**src/rtl/rxq_pkg.sv**
```systemverilog
package rxq_pkg;

    localparam int RXQ_DEPTH = 16;
    localparam int RXQ_DW    = 8;

    typedef enum logic [1:0] {
        TRIG_1  = 2'd0,
        TRIG_4  = 2'd1,
        TRIG_8  = 2'd2,
        TRIG_14 = 2'd3
    } trig_e;

    // per-cycle operations that actually take effect
    typedef struct packed {
        logic wr;
        logic rd;
    } rxq_op_t;

    function automatic logic [4:0] trig_level(input trig_e sel);
        case (sel)
            TRIG_1:  trig_level = 5'd1;
            TRIG_4:  trig_level = 5'd4;
            TRIG_8:  trig_level = 5'd8;
            default: trig_level = 5'd14;
        endcase
    endfunction

endpackage

```
**src/rtl/rxq_store.sv**
```systemverilog
module rxq_store #(
    parameter int DEPTH = rxq_pkg::RXQ_DEPTH,
    parameter int DW    = rxq_pkg::RXQ_DW,
    localparam int PW   = $clog2(DEPTH),
    localparam int CW   = PW + 1
) (
    input  logic          clk,
    input  logic          rst,
    input  logic          clr,
    input  logic          wr_req,
    input  logic          rd_req,
    input  logic [DW-1:0] wr_data,
    output logic [DW-1:0] rd_data,
    output logic [CW-1:0] fill,
    output rxq_pkg::rxq_op_t op
);
    localparam logic [CW-1:0] FULLV = CW'(DEPTH);

    logic [DW-1:0] mem [DEPTH];
    logic [PW-1:0] wptr, rptr;
    logic          full;
    logic          has_data;

    assign has_data = full || (wptr != rptr);
    assign op.wr    = wr_req && !full;
    assign op.rd    = rd_req && has_data;
    assign fill     = full ? FULLV : {1'b0, wptr - rptr};
    assign rd_data  = has_data ? mem[rptr] : '0;

    always_ff @(posedge clk) begin
        if (op.wr)
            mem[wptr] <= wr_data;
    end

    always_ff @(posedge clk) begin
        if (rst || clr) begin
            wptr <= '0;
            rptr <= '0;
            full <= 1'b0;
        end else begin
            if (op.wr)
                wptr <= wptr + 1'b1;
            if (op.rd)
                rptr <= rptr + 1'b1;
            if (op.rd)
                full <= 1'b0;
            else if (op.wr)
                full <= ((wptr + 1'b1) == rptr);
        end
    end


    full_hold_chk: assert property (@(posedge clk) disable iff (rst)
        (fill == FULLV && !rd_req && !clr) |=> (fill == FULLV));


    fill_lim_chk: assert property (@(posedge clk) disable iff (rst)
        fill <= FULLV);


    empty_rd_chk: assert property (@(posedge clk) disable iff (rst)
        (rd_req && !wr_req && fill == '0 && !clr) |=> (fill == '0));

endmodule

```
**src/rtl/rxq_timer.sv**
```systemverilog
module rxq_timer #(
    parameter int FB_W = 4,
    parameter int BP_W = 16,
    localparam int TW  = FB_W + BP_W + 2
) (
    input  logic            clk,
    input  logic            rst,
    input  logic            arm,
    input  logic            stop,
    input  logic [FB_W-1:0] frame_bits,
    input  logic [BP_W-1:0] bit_period,
    output logic            expire
);
    logic [TW-1:0] prod, limit, cnt;
    logic          active;

    assign prod   = TW'(frame_bits) * TW'(bit_period);
    assign limit  = prod << 2;
    assign expire = active && (cnt == '0) && !arm && !stop;

    always_ff @(posedge clk) begin
        if (rst || stop) begin
            active <= 1'b0;
            cnt    <= '0;
        end else if (arm) begin
            active <= 1'b1;
            cnt    <= (limit == '0) ? '0 : limit - 1'b1;
        end else if (active) begin
            if (cnt == '0)
                active <= 1'b0;
            else
                cnt <= cnt - 1'b1;
        end
    end


    expire_once_chk: assert property (@(posedge clk) disable iff (rst)
        expire |=> !expire);

endmodule

```
**src/rtl/rxq_ctrl.sv**
```systemverilog
module rxq_ctrl #(
    parameter int DEPTH = rxq_pkg::RXQ_DEPTH,
    parameter int DW    = rxq_pkg::RXQ_DW,
    parameter int FB_W  = 4,
    parameter int BP_W  = 16,
    localparam int CW   = $clog2(DEPTH) + 1
) (
    input  logic            clk,
    input  logic            rst,
    input  logic            fifo_clr,
    input  logic            wr_en,
    input  logic [DW-1:0]   wr_data,
    input  logic            rd_en,
    output logic [DW-1:0]   rd_data,
    input  logic [1:0]      trig_sel,
    input  logic [FB_W-1:0] frame_bits,
    input  logic [BP_W-1:0] bit_period,
    output logic [CW-1:0]   fill_level,
    output logic            data_ready,
    output logic            rx_irq,
    output logic            tmo_irq,
    output logic            overrun
);
    import rxq_pkg::*;

    localparam logic [CW-1:0] FULLV = CW'(DEPTH);

    rxq_op_t       op;
    logic [CW-1:0] fill_nx;
    logic [CW-1:0] tlev;
    logic          t_arm, t_stop, t_expire;

    rxq_store #(.DEPTH(DEPTH), .DW(DW)) u_store (
        .clk     (clk),
        .rst     (rst),
        .clr     (fifo_clr),
        .wr_req  (wr_en),
        .rd_req  (rd_en),
        .wr_data (wr_data),
        .rd_data (rd_data),
        .fill    (fill_level),
        .op      (op)
    );

    // unwrapped count after this cycle's operations (reaches DEPTH)
    assign fill_nx = fill_level + CW'(op.wr) - CW'(op.rd);
    assign tlev    = CW'(trig_level(trig_e'(trig_sel)));

    assign t_arm  = op.wr || (op.rd && fill_nx != '0);
    assign t_stop = fifo_clr || (op.rd && fill_nx == '0);

    rxq_timer #(.FB_W(FB_W), .BP_W(BP_W)) u_timer (
        .clk        (clk),
        .rst        (rst),
        .arm        (t_arm),
        .stop       (t_stop),
        .frame_bits (frame_bits),
        .bit_period (bit_period),
        .expire     (t_expire)
    );

    always_ff @(posedge clk) begin
        if (rst || fifo_clr) begin
            rx_irq     <= 1'b0;
            data_ready <= 1'b0;
            tmo_irq    <= 1'b0;
            overrun    <= 1'b0;
        end else begin
            if (op.wr && fill_nx >= tlev)
                rx_irq <= 1'b1;
            else if (op.rd && fill_nx < tlev)
                rx_irq <= 1'b0;

            if (op.wr || op.rd)
                data_ready <= (fill_nx != '0);

            if (op.rd)
                tmo_irq <= 1'b0;
            else if (t_expire)
                tmo_irq <= 1'b1;

            if (wr_en && !op.wr)
                overrun <= 1'b1;
        end
    end


    dr_match_chk: assert property (@(posedge clk) disable iff (rst)
        data_ready == (fill_level != '0));


    clr_chk: assert property (@(posedge clk) disable iff (rst)
        fifo_clr |=> (fill_level == '0 && !data_ready && !rx_irq && !tmo_irq && !overrun));


    ovr_chk: assert property (@(posedge clk) disable iff (rst)
        (wr_en && fill_level == FULLV && !fifo_clr) |=> overrun);


    tmo_clr_chk: assert property (@(posedge clk) disable iff (rst)
        (rd_en && fill_level != '0) |=> !tmo_irq);

endmodule

```
**config.mk**
```make
export PLATFORM = sky130hd
export DESIGN_NAME = rxq_ctrl
export DESIGN_NICKNAME = d
export VERILOG_FILES = /design/src/rtl/rxq_pkg.sv /design/src/rtl/rxq_store.sv /design/src/rtl/rxq_timer.sv /design/src/rtl/rxq_ctrl.sv
export SDC_FILE = /design/constraint.sdc
export NUM_CORES = 1
export LEC_CHECK = 0
export BUFFER_PORTS_ARGS = -buffer_cell sky130_fd_sc_hd__buf_2
export CAP_MARGIN = 20
export CORE_ASPECT_RATIO = 1.2
export CORE_MARGIN = 2
export CORE_UTILIZATION = 40
export DETAILED_ROUTE_END_ITERATION = 10
export GPL_TIMING_DRIVEN = 0
export PLACE_DENSITY = 0.54
export SLEW_MARGIN = 40
export SYNTH_ARGS = -nofsm -noshare
export SYNTH_HDL_FRONTEND = slang
export SYNTH_SLANG_ARGS = --single-unit
```
**constraint.sdc**
```tcl
create_clock -name clk -period 5.1 [get_ports clk]
set_clock_uncertainty 0.2 [all_clocks]
set_input_delay 0.51 -clock clk [delete_from_list [all_inputs] [get_ports clk]]
set_output_delay 0.51 -clock clk [all_outputs]
set_load 0.1 [all_outputs]
```
After elaboration in Yosys (flattened, before gate mapping)
Memory sizes are Yosys's and may differ from the RTL's. A register that Yosys moved wholly into a read port is not among the register bits. Cells that the tools add are included.

Equal/unequal tests: 5. $lt $le $gt $ge: 2. Reductions and logical operators: 29. $add $sub $neg: 7. Mux-type cells: 16. Multiply operators: 1.

Operator list (number): $mux 22 (4); $logic_not 22->1 (2); $sub 22x1->22 const B (2); $mul 4x16->20 (1); $pmux 4 s3 (1); $logic_and 1x1->1 (10); $add 4x1->4 const B (2); $mux 4 (2); $mux 8 (1); $mux 1 (7); $logic_or 1x1->1 (6); $add 5x1->5 (1); $ge 5x5->1 (1); $logic_not 5->1 (1); $lt 5x5->1 (1); $mux 5 (1); $reduce_bool 5->1 (1); $sub 5x1->5 (1); $eq 4x4->1 (1); $logic_not 1->1 (4); $ne 4x4->1 (1); $reduce_bool 2->1 (2); $sub 4x4->4 (1); $eq 2x1->1 const B (1); other kinds (5) (5).

Output and inout port bits: 17. Memories kept: 1. Memory bits (writable): 128. Bits in registers: 36. Word-level logic and storage cells: 70. Bits of input ports: 35.

Memory list: u_store.mem (depth 16, bits a word 8, rd ports 1, clocked after memory_dff 1, write ports 1, RTL line rxq_store.sv:19) `logic [DW-1:0] mem [DEPTH];`.

Longest topological paths before layout
Word-level depth: 10. Gate-level depth with buffers: 19. Depth with buffers taken out: 18.

Hierarchy
A second synthesis with hierarchy kept.

Cells, all modules: 930. Area total of the unflattened synthesis: 10470.0 sq um.

By module, submodules not included: rxq_store (area an instance 5769.3 sq um, cells each 310, seq. area each 4103.9 sq um, instances 1); rxq_timer (area an instance 4245.3 sq um, cells each 564, seq. area each 460.4 sq um, instances 1); rxq_ctrl (area an instance 455.4 sq um, cells each 56, seq. area each 80.1 sq um, instances 1).

Worst setup path after synthesis
Ideal clock, no wire load.

Kind: input-to-reg. Start point: in frame_bits[3]. End point: reg u_timer.cnt[21]. Stages on the path: 16. Library setup time: 0.115 ns. Buffers on the path: 1. Data required time: 4.785 ns. Path slack: 0.466 ns. Arrival: 4.320 ns. Path through: clkbuf_1 > nand2_1 > fa_1 > inv_1 > fa_1 > inv_1 > fa_1 > nand2b_1 > a21oi_1 > o21ai_0 > a211oi_4 > nand4_4 > nor4b_2 > nand3_1 > mux2_1 > o21a_1.

Longest elaborated chain between the ends: 4. Elaborated cells between the ends (all ways): 5. Classes of those cells: 1 x add/sub; 1 x mul; 2 x mux; 1 x reduce/logical.

RTL lines: start, declared (RTL line rxq_ctrl.sv:16) `input logic [FB_W-1:0] frame_bits,`; $mul 4x16->20 * (RTL line rxq_timer.sv:17) `assign prod = TW'(frame_bits) * TW'(bit_period);`; $sub 22x1->22 / $logic_not 22->1 (equally long branches) (RTL line rxq_timer.sv:27) `cnt <= (limit == '0) ? '0 : limit - 1'b1;`; $mux 22 * (RTL line rxq_timer.sv:27); $mux 22 * (RTL line rxq_timer.sv:25) `end else if (arm) begin`; end signal, assigned (RTL line rxq_timer.sv:27); end signal, assigned (RTL line rxq_timer.sv:32) `cnt <= cnt - 1'b1;`; end, declared (RTL line rxq_timer.sv:14) `logic [TW-1:0] prod, limit, cnt;`.

Mark *: on every way between the ends. The rest lies on a longest branch, timed or not. A chain may end at the register's enable or synchronous reset.

Worst setup path after layout
Same ends and word-level chain as after synthesis.

==> results <==
- The flow ran to the end, and the final reports show no timing, DRC or antenna violations.
- The area of the multi-input gates is 4990 µm².
- The total wire length after detailed routing is 21.8 mm.
- Of all cell types, the one taking the most synthesized area is sky130_fd_sc_hd__edfxtp_1.
- The number of different library cells used by synthesis comes to 73.
- The number of antenna violations at the first check in global routing came to 0.
- From left edge to right edge, the die measures 148 µm.
- After detailed routing, the average wire length per cell comes to 17.4 µm.
- The yosys synthesis warning count is 0.
- The number of optimization iterations in the first detailed-route pass is 5.
- The global-route met2 utilization is 0.321.
- TritonCTS built the clock tree.
- The register-to-register setup slack is 0.59 ns.
- Summing over every cut layer, the via total after detailed routing is 6555.
- The number of buffers on the longest clock path is 2.
- The H-tree level count is 4.
- For this design the top-level I/O count stands at 52.
- The number of nets at the end of the flow is 1026.
- The core region is 24600 µm².
- The tree is rooted in a sky130_fd_sc_hd__clkbuf_16.
- The overall fraction of global-route tracks in use is 0.177.
- The clock input transition at the sequential cells of the worst setup and hold paths is 0.07 ns.
- The relative area change from synthesis to final layout is 13.3%.
- The worst path meets setup with 0.266 ns of slack.
- The slew at the pin closest to its max-slew limit is 0.866 ns.
- For this run, asynchronously set or reset flops after synthesis account for 0.
- Port buffering added 50 buffers.
- The worst hold path endpoint is overrun$_SDFFE_PP0P_.
- Synthesis inferred 168 register bits.
- Before CTS, the worst setup slack after placement is -0.465 ns.
- Setup violations remaining at the end of the flow were counted as 0.
- The share of synthesized area in the top cell type comes to 0.385.
- The arrival time of the worst setup path is 4.95 ns.
- After global routing the overflow that remains totals 0.
- The CTS sink count is 168.
- Registers take 4640 µm².
- The later-pin clock latency in the skew report is 0.42 ns.
- The critical path is of the in2reg type.
- Of the available clock period, the critical path in the final layout requires 0.948.
- Sorting the synthesized cells by area gives the leading types as sky130_fd_sc_hd__edfxtp_1 (39%), sky130_fd_sc_hd__mux4_2 (9.0%), sky130_fd_sc_hd__dfxtp_1 (8.0%), sky130_fd_sc_hd__fa_1 (6.0%), sky130_fd_sc_hd__ha_1 (5.5%).
- The launch point of the worst hold path is wr_en.
- The antenna diode count is 0.
- In the routed design, unresolved DRC markers number 0.
- The die covers 26200 µm².
- In the global route stage, met1 resource usage came out at 0.224.
- The routed design could run at a clock period as short as 4.83 ns.
- The cell leakage power is 4.22 nW.
- TritonCTS created 17 clock buffers.
- The relative slew slack is 0.417.
- Data on the critical path is required at its endpoint by 5.22 ns.
- Of the cells placed in the final design, the portion with a size suffix greater than 1 is 0.178.
- Static timing analysis puts the maximum clock frequency at 207 MHz.
- The worst register-to-register path begins at u_store.full$_SDFFE_PP0P_.
- The floorplan has 63 rows.
- The power per cell area is 346 nW/µm².
- The met3 track demand over resource in global routing is 0.0278.
- The nature of the critical path endpoint is a flip-flop.
- The via count of the first global-routing pass is 6922.
- IR analysis of the VDD net gives a maximum drop of 0.160 mV.
- The sequential area share after synthesis is 0.465.
- The kind of launch point of the worst setup path is a primary input.
- Each instance of the synthesized netlist takes up on average 11.8 µm².
- The worst register-to-register path ends at u_timer.cnt[19]$_SDFFE_PP0P_.
- Routability-driven placement finished with a final weighted congestion of 0.780.
- The count of filler cells inserted in the layout is 2326.
- The floorplan step set the die height to 177 µm.
- The hold path depth is 3.
- Using the TritonRoute via totals, the vias-per-cell ratio works out to 5.22.
- The half-perimeter wire length after placement is 16.2 mm.
- The number of pins with negative max-slew slack in the final report is 0.
- The synthesized design contains 128 enable-type register cells.
- The top flip-flop cell by instance count after synthesis is sky130_fd_sc_hd__edfxtp_1.
- The highest net fanout along the worst path is 10.
- The max-cap check violation count is 0.
- The hold violation count in the final report is 0.
- The commonest cells after synthesis are sky130_fd_sc_hd__edfxtp_1 (128), sky130_fd_sc_hd__inv_1 (73), sky130_fd_sc_hd__and2_1 (65).
- The most repeated cell in the gate-level netlist after synthesis is sky130_fd_sc_hd__edfxtp_1.
- Counting every instance in the synthesized netlist gives 849.
- Setup total negative slack on the finished layout was measured at 0 ns.
- In this run the worst hold path is classified as in2reg.
- The pin count of the biggest net entering global routing is 17.
- The global-route wire length before repair is 36.1 mm.
- The count of cells along the worst register-to-register path is 16.
- The detail route stage leaves a number of antenna-violating nets equal to 0.
- The synthesized netlist occupies a cell area of 9980 µm².
- For this configuration, the core starts out at a cell density of 0.406.
- The iteration-0 DRC count of the detailed router is 423.
- The post-synth net total is 958.
- The most utilized layer in the global route result is met2.
cell type report:
cell class              instances  share of cell area
clock inverters                15              0.0167
inverters                      74              0.0246
plain buffers                  25             0.00996
repair buffers                 52              0.0235
multi-input cells             579               0.441
well taps                     325              0.0360
clock buffers                  17              0.0376
flip-flops and latches        168               0.411
cell usage in the layout, fill, tap and decap left out, types with 30 or more instances in the layout:
cell type	Yosys	layout
sky130_fd_sc_hd__edfxtp_1	128	128
sky130_fd_sc_hd__inv_1	73	73
sky130_fd_sc_hd__mux4_2	40	40
sky130_fd_sc_hd__nand2_1	61	61
sky130_fd_sc_hd__a21oi_1	43	43
sky130_fd_sc_hd__nor2_1	51	51
sky130_fd_sc_hd__buf_2	4	58
sky130_fd_sc_hd__ha_1	44	44
sky130_fd_sc_hd__and2_1	65	65
sky130_fd_sc_hd__dfxtp_1	40	40
sky130_fd_sc_hd__fa_1	30	30
sequential cells by signal, indices dropped and copies added, names as in the netlist, named ones only:
signal          flops
data_ready          1
overrun             1
rx_irq              1
tmo_irq             1
u_store.full        1
u_store.mem       128
u_store.rptr        4
u_store.wptr        4
u_timer.active      1
u_timer.cnt        22
per-layer routing:
| metal | part of all wire | routed length (µm) |
|---|---|---|
| met3 | 0.024 | 520 |
| met5 | 0 | 0 |
| met1 | 0.44 | 9570 |
| met2 | 0.53 | 11500 |
| met4 | 0.0089 | 193 |
report_power, final:
part           leakage, nW  internal, W  total (W)  switching, W
registers             1.48      0.00150    0.00152     0.0000255
logic                 2.44     0.000405    0.00106      0.000653
clock network        0.301     0.000783    0.00134      0.000552
worst max-delay path by stage:
stage	cells past startpoint	start	end
final	17	frame_bits[3]	u_timer.cnt[21]$_SDFFE_PP0P_
after global routing	18	frame_bits[3]	u_timer.cnt[5]$_SDFFE_PP0P_
after CTS	18	frame_bits[3]	u_timer.cnt[5]$_SDFFE_PP0P_
after detailed placement	18	frame_bits[3]	u_timer.cnt[4]$_SDFFE_PP0P_
after global placement	18	frame_bits[3]	u_timer.cnt[4]$_SDFFE_PP0P_
after floorplan	16	frame_bits[3]	u_timer.cnt[21]$_SDFFE_PP0P_
logic make-up after synthesis:
group / after synthesis / synth area share
XOR/XNOR: 52 / 0.0464
flip-flops: 168 / 0.465
AND/OR/NAND/NOR: 285 / 0.158
adder cells (fa/ha/maj): 74 / 0.115
buffers and inverters: 102 / 0.0396
AO/OA/AOI/OAI: 126 / 0.0831
multiplexers: 42 / 0.0924
repair_timing:
item,CTS,global route
resized for setup,3,6
endpoints found under the setup margin,6,23
setup buffers,0,2
hold buffers,0,0
pin swaps,0,3
worst max-delay path: stages:
cell                       delay, ns
sky130_fd_sc_hd__buf_2          0.15
sky130_fd_sc_hd__clkbuf_2       0.25
sky130_fd_sc_hd__nand2_1        0.11
sky130_fd_sc_hd__fa_1           0.54
sky130_fd_sc_hd__inv_1          0.05
sky130_fd_sc_hd__fa_1           0.58
sky130_fd_sc_hd__inv_1          0.07
sky130_fd_sc_hd__fa_1           0.44
sky130_fd_sc_hd__nand2b_1       0.20
sky130_fd_sc_hd__a21oi_1        0.23
sky130_fd_sc_hd__o21ai_0        0.22
sky130_fd_sc_hd__a211oi_4       0.38
sky130_fd_sc_hd__nand4_4        0.21
sky130_fd_sc_hd__nor4b_2        0.37
sky130_fd_sc_hd__nand3_1        0.12
sky130_fd_sc_hd__mux2_1         0.34
sky130_fd_sc_hd__o21a_1         0.17
metrics by stage:
step	util	std cells	total power [W]	cell area [µm²]	hold WS (ns)
floorplan	-	849	0.00237	9980	0.310
global placement	0.433	1224	0.00260	10600	0.249
detailed placement	0.433	1224	0.00261	10600	0.261
CTS	0.459	1256	0.00395	11300	0.120
global route	0.460	1255	0.00415	11300	0.137
finish	0.460	1255	0.00392	11300	0.133
(Power assumes the default switching activity.)
